## src/rtl/vram_copy_dma.sv

```systemverilog
module vram_copy_dma #(
  parameter int BYTE_GAP    = 4,
  parameter int BLOCK_BYTES = 16,
  parameter int LEN_BITS    = 7
) (
  input  logic        clk,
  input  logic        rst_n,
  input  logic        reg_wr,
  input  logic [2:0]  reg_sel,
  input  logic [7:0]  reg_wdata,
  input  logic [2:0]  reg_rd_sel,
  output logic [7:0]  reg_rdata,
  input  logic        lcd_on,
  input  logic [1:0]  vid_mode,
  input  logic        hblank_pulse,
  output logic        mem_rd,
  output logic [15:0] mem_rd_addr,
  input  logic [7:0]  mem_rdata,
  output logic        mem_wr,
  output logic [15:0] mem_wr_addr,
  output logic [7:0]  mem_wdata,
  output logic        cpu_stall
);
  localparam int CNT_W  = $clog2((1 << LEN_BITS) * BLOCK_BYTES) + 1;
  localparam int SLOT_W = (BYTE_GAP > 1) ? $clog2(BYTE_GAP) : 1;

  logic [7:0]        src_hi, src_lo, dst_hi, dst_lo, ctl;
  logic              hb_mode, busy;
  logic [15:0]       cur_src, cur_dst;
  logic [CNT_W-1:0]  left;
  logic [SLOT_W-1:0] slot;

  wire [15:0] src_w  = {src_hi, src_lo} & 16'hFFF0;
  wire [15:0] dst_w  = ({dst_hi, dst_lo} & 16'h1FF0) | 16'h8000;
  wire        ctl_wr = reg_wr && !busy && reg_sel == 3'd4;
  wire        src_bad = src_w[15:13] == 3'b100;
  wire        new_hb = reg_wdata[7];
  wire        go_now = (!hb_mode && !new_hb) || (lcd_on && vid_mode == 2'd0);
  wire        hb_go  = hblank_pulse && hb_mode && lcd_on && !busy && !ctl_wr;
  wire        step   = busy && slot == '0;
  wire        last   = step && left == CNT_W'(1);
  wire [7:0]  ctl_dec = ctl - 8'd1;
  wire [15:0] nxt_src = cur_src + 16'd1;
  wire [15:0] nxt_dst = cur_dst + 16'd1;
  wire [CNT_W-1:0] gen_len =
    (CNT_W'(reg_wdata[LEN_BITS-1:0]) + CNT_W'(1)) * CNT_W'(BLOCK_BYTES);

  assign mem_rd      = step;
  assign mem_wr      = step;
  assign mem_rd_addr = cur_src;
  assign mem_wr_addr = cur_dst;
  assign mem_wdata   = mem_rdata;
  assign cpu_stall   = busy;

  always_comb begin
    case (reg_rd_sel)
      3'd0:    reg_rdata = src_hi;
      3'd1:    reg_rdata = src_lo;
      3'd2:    reg_rdata = dst_hi;
      3'd3:    reg_rdata = dst_lo;
      3'd4:    reg_rdata = ctl;
      default: reg_rdata = 8'hFF;
    endcase
  end

  always_ff @(posedge clk) begin
    if (!rst_n) begin
      src_hi <= 8'h00; src_lo <= 8'h00;
      dst_hi <= 8'h00; dst_lo <= 8'h00;
      ctl <= 8'hFF; hb_mode <= 1'b0; busy <= 1'b0;
      cur_src <= '0; cur_dst <= '0; left <= '0; slot <= '0;
    end else begin
      if (reg_wr && !busy) begin
        case (reg_sel)
          3'd0: src_hi <= reg_wdata;
          3'd1: src_lo <= reg_wdata;
          3'd2: dst_hi <= reg_wdata;
          3'd3: dst_lo <= reg_wdata;
          default: ;
        endcase
      end
      if (ctl_wr) begin
        if (src_bad) begin
          ctl <= reg_wdata | 8'h80;
        end else begin
          cur_src <= src_w;
          cur_dst <= dst_w;
          hb_mode <= new_hb;
          if (go_now) begin
            busy <= 1'b1;
            slot <= '0;
            left <= new_hb ? CNT_W'(BLOCK_BYTES) : gen_len;
            ctl  <= reg_wdata & 8'h7F;
          end else if (new_hb && !lcd_on) begin
            ctl <= 8'h80 | ((reg_wdata + 8'd1) & 8'h7F);
          end else begin
            ctl <= reg_wdata & 8'h7F;
          end
        end
      end
      if (hb_go) begin
        busy <= 1'b1;
        slot <= '0;
        left <= CNT_W'(BLOCK_BYTES);
      end
      if (busy) begin
        slot <= (slot == SLOT_W'(BYTE_GAP - 1)) ? '0 : slot + SLOT_W'(1);
        if (step) begin
          cur_src <= nxt_src;
          cur_dst <= nxt_dst;
          left    <= left - CNT_W'(1);
        end
        if (last) begin
          busy   <= 1'b0;
          src_hi <= nxt_src[15:8]; src_lo <= nxt_src[7:0];
          dst_hi <= nxt_dst[15:8]; dst_lo <= nxt_dst[7:0];
          if (hb_mode) begin
            ctl <= ctl_dec;
            if (ctl_dec == 8'hFF) hb_mode <= 1'b0;
          end else begin
            ctl <= 8'hFF;
          end
        end
      end
    end
  end


  first_byte_chk: assert property (@(posedge clk) disable iff (!rst_n)
    $rose(cpu_stall) |-> mem_wr);


  stall_drop_chk: assert property (@(posedge clk) disable iff (!rst_n)
    $fell(cpu_stall) |-> $past(mem_wr));


  addr_step_chk: assert property (@(posedge clk) disable iff (!rst_n)
    mem_wr |=> mem_rd_addr == $past(mem_rd_addr) + 16'd1 &&
               mem_wr_addr == $past(mem_wr_addr) + 16'd1);


  bad_src_chk: assert property (@(posedge clk) disable iff (!rst_n)
    (ctl_wr && src_bad) |=> !cpu_stall);


  start_cause_chk: assert property (@(posedge clk) disable iff (!rst_n)
    $rose(cpu_stall) |-> $past(hblank_pulse) || $past(reg_wr && reg_sel == 3'd4));

  generate
    if (BYTE_GAP > 1) begin : g_gap

      byte_gap_chk: assert property (@(posedge clk) disable iff (!rst_n)
        mem_wr |=> !mem_wr);
    end
  endgenerate
endmodule

```

## config.mk

```make
export PLATFORM = sky130hd
export DESIGN_NAME = vram_copy_dma
export DESIGN_NICKNAME = d
export VERILOG_FILES = /design/src/rtl/vram_copy_dma.sv
export SDC_FILE = /design/constraint.sdc
export NUM_CORES = 1
export LEC_CHECK = 0
export BUFFER_PORTS_ARGS = -buffer_cell sky130_fd_sc_hd__buf_2
export CAP_MARGIN = 20
export CORE_ASPECT_RATIO = 1.2
export CORE_MARGIN = 5
export CORE_UTILIZATION = 30
export CTS_CLUSTER_DIAMETER = 200
export DETAILED_ROUTE_END_ITERATION = 7
export GPL_TIMING_DRIVEN = 0
export PLACE_DENSITY_LB_ADDON = 0.2
export SKIP_CTS_REPAIR_TIMING = 1
export SYNTH_ARGS = -nofsm -noshare
export SYNTH_HDL_FRONTEND = slang
export SYNTH_SLANG_ARGS = --single-unit
```

## constraint.sdc

```tcl
create_clock -name clk -period 4.62 [get_ports clk]
set_clock_uncertainty 0.1 [all_clocks]
set_input_delay 0.231 -clock clk [delete_from_list [all_inputs] [get_ports clk]]
set_output_delay 0.231 -clock clk [all_outputs]
set_load 0.01 [all_outputs]
```

==> summary.md <==
| Metric | Value |
|---|---|
| FFs w/ async S/R, synth | `0%` |
| Path depth of the worst reg2reg path | `8` |
| Largest net degree at the start of global routing | `14` |
| PD cells | `291 nW/um2` |
| Clk_lat worst skew | `0.35 ns` |
| Vias | `5501` |
| Fin nets | `807` |
| Switch share | `26.2%` |
| Wire length of the first global-routing pass | `32.1 mm` |
| Clk buf depth | `2` |
| Met3 Use GR | `1.74%` |
| Worst Hold Class | `in -> reg` |
| Psw | `0.000494 W` |
| Internal power | `0.00139 W` |
| R2R setup slack | `1.65 ns` |
| Fin crit period | `3.51 ns` |
| Initial DRT Pass Iterations | `6` |
| Final TNS setup | `0 ns` |
| IO Pins | `80` |
| Top Usage Layer GRT | `met2` |
| Die X | `134 um` |
| Ranking of synthesized cells by area | `dfxtp_1 (32%), mux2i_1 (6.5%), nand2_1 (5.3%)` |
| Worst-path maximum fanout | `11` |
| Comb power frac | `13.1%` |
| Fmax | `285 MHz` |
| Fraction of layout cells with a size suffix above 1 | `14.7%` |
| Final core utilization | `35.6%` |
| Worst hold slack | `0.172 ns` |
| Post-route DRC | `0` |
| Worst Hold Launch | `rst_n` |
| Post-synth cell types | `60` |
| Die ar. | `21300 um2` |
| Max-cap violations | `0` |
| CTS Sinks | `88` |
| Area Growth Syn to Fin | `16.9%` |
| Worst path arrival time | `3.18 ns` |
| Clock slew at reported path FFs | `0.07 ns` |
| Die height | `159 um` |
| Ys Warns | `0` |
| Synth area leader | `dfxtp_1` |
| CORE AREA | `18200 um2` |
| Wirelength, routed | `21.1 mm` |
| Tcrit/Tclk final | `76.0%` |
| Antenna Nets Post-Route | `0` |
| Hold depth | `3` |
| VDD IR max | `0.000155 V` |
| Htree depth | `3` |
| Hold worst-path end | `ctl[3]$_SDFF_PN1_` |
| CTS tree | `done` |
| WS Path Type | `reg -> out` |
| CTS root buf | `clkbuf_16` |
| Top cell type's share of synthesized area | `31.8%` |
| Vias in the first global route | `5278` |
| Synthesized cell area | `5540 um2` |
| Synth cell count leaders | `dfxtp_1 (88), nand2_1 (78), nor2_1 (73)` |
| Synth Flop Type | `dfxtp_1` |
| Sequential area share after synthesis | `31.8%` |
| Met1 Use GR | `26.3%` |
| Number of synthesized register bits | `88` |
| Net Count, Synth | `732` |
| Reg2reg end | `mem_rd_addr[2]$_SDFF_PN0_` |
| Sequential share of power | `42.5%` |
| Grt met2 use | `32.9%` |
| Status | `finished clean` |
| CP required | `4.29 ns` |
| GRT Total Usage | `19.6%` |
| Clock power share | `44.4%` |
| Critical Path Start Type | `flip-flop` |
| Port Buffer Count | `63` |
| RR Startpoint | `slot[0]$_SDFFE_PN0P_` |
| Top-count cell post-synth | `dfxtp_1` |
| Actual slew at the worst max-slew pin | `0.975 ns` |
| Iter 0 DRT Violations | `479` |
| Relative slew slack | `35.0%` |
| HPWL after DPL | `15.6 mm` |
| Setup crit end kind | `output pin` |
| Leak pwr | `2.68 nW` |
| Remaining Overflow, GRT | `0` |
| Max-slew violation count | `0` |
| RSZ-0062 raised after global routing | `false` |
| Vias per cell | `5.50` |
| Syn Area/Cell | `7.97 um2` |
| Starting Density | `30.5%` |
| Final hold violations | `0` |
| Total CTS buffers | `9` |
| Mapped Cells | `695` |
| GPL Wtd Cong | `0.947` |
| Setup violations, final | `0` |
| DR WL/cell | `21.1 um` |
| Initial antenna violation count | `0` |
| EDFF count, synth | `0` |
| FP Rows | `54` |
[power groups by stage]
stage          Combinational [W]  Clock [W]  Sequential [W]
5_1_grt                 0.000267   0.000871        0.000803
3_3_place_gp            0.000244          0        0.000817
6_report                0.000246   0.000836        0.000801
3_5_place_dp            0.000244          0        0.000817
2_1_floorplan           0.000159          0        0.000812
4_1_cts                 0.000245   0.000847        0.000800
[worst max-delay path, cell delays in order, from the launching register on]
cell and delay, ns:
dfxtp_1 0.31, inv_1 0.09, ha_1 0.18, nand2_1 0.30, inv_1 0.22, clkbuf_1 0.65
clkbuf_1 0.72, buf_4 0.22, buf_2 0.12
[cell families (layout without fill, tap and decap cells)]
logic type	count (synthesis)	count (layout)	share of synthesized area (%)
muxes	44	44	8.13
and+or+nand+nor	264	264	23.8
buffers and inverters	71	151	5.87
AOI/OAI and AO/OA	167	167	20.2
DFF	88	88	31.8
other	0	1	0
adders and majority gates	8	8	1.81
xor gates and xnor gates	53	53	8.38
[cell usage in the layout (no fill, tap or decap), types with 24 or more instances in the layout]
master | Yosys | layout
dfxtp_1 | 88 | 88
nand2_1 | 78 | 78
nor2_1 | 73 | 73
buf_2 | 5 | 68
a21oi_1 | 49 | 49
clkbuf_1 | 39 | 41
mux2i_1 | 36 | 36
xor2_1 | 28 | 28
xnor2_1 | 25 | 25
o21ai_0 | 25 | 25
a211oi_1 | 24 | 24
[cell type report]
cell class,instances,area [um2]
fillers,1946,11700
clock inverters,2,60.1
well taps,224,280
flip-flops and latches,88,1760
inverters,14,52.6
repair buffers,64,320
multi-input cells,536,3450
clock buffers,14,274
plain buffers,57,273
diodes,1,2.50
[how the worst max path moves through the flow]
stage | startpoint | endpoint | slack, ns | cells past startpoint
global placement | slot[0]$_SDFFE_PN0P_ | mem_wr | 1.44 | 8
global route | slot[0]$_SDFFE_PN0P_ | mem_wr | 0.98 | 8
CTS | slot[0]$_SDFFE_PN0P_ | mem_wr | 1.09 | 8
detailed placement | slot[0]$_SDFFE_PN0P_ | mem_wr | 1.47 | 8
floorplan | cpu_stall$_SDFF_PN0_ | mem_rd_addr[11]$_SDFF_PN0_ | 2.60 | 7
finish | slot[0]$_SDFFE_PN0P_ | mem_wr | 1.11 | 8
[stage by stage]
| stage | cell area, um2 | std cells | setup slack [ns] | power (W) |
|---|---|---|---|---|
| after floorplan | 5540 | 695 | 2.60 | 0.000971 |
| after global placement | 6130 | 982 | 1.44 | 0.00106 |
| after detailed placement | 6130 | 982 | 1.47 | 0.00106 |
| after CTS | 6470 | 998 | 1.09 | 0.00189 |
| after global routing | 6470 | 999 | 0.984 | 0.00194 |
| final | 6470 | 1000 | 1.11 | 0.00188 |
[sequential cells by signal (all words and copies together) (netlist names), 2 cells and up]
signal and flops:
slot 2, mem_wr_addr 16, left 12, ctl 8, mem_rd_addr 16, dst_lo 8
dst_hi 8, src_lo 8, src_hi 8
[metal layers]
layer / wire [um] / vias up
met2: 10300 / 159
met1: 9540 / 2657
met3: 883 / 25
li1: - / 2660
met5: 0 / -
met4: 388 / 0
Note: power is estimated with default switching activity, not from simulation.
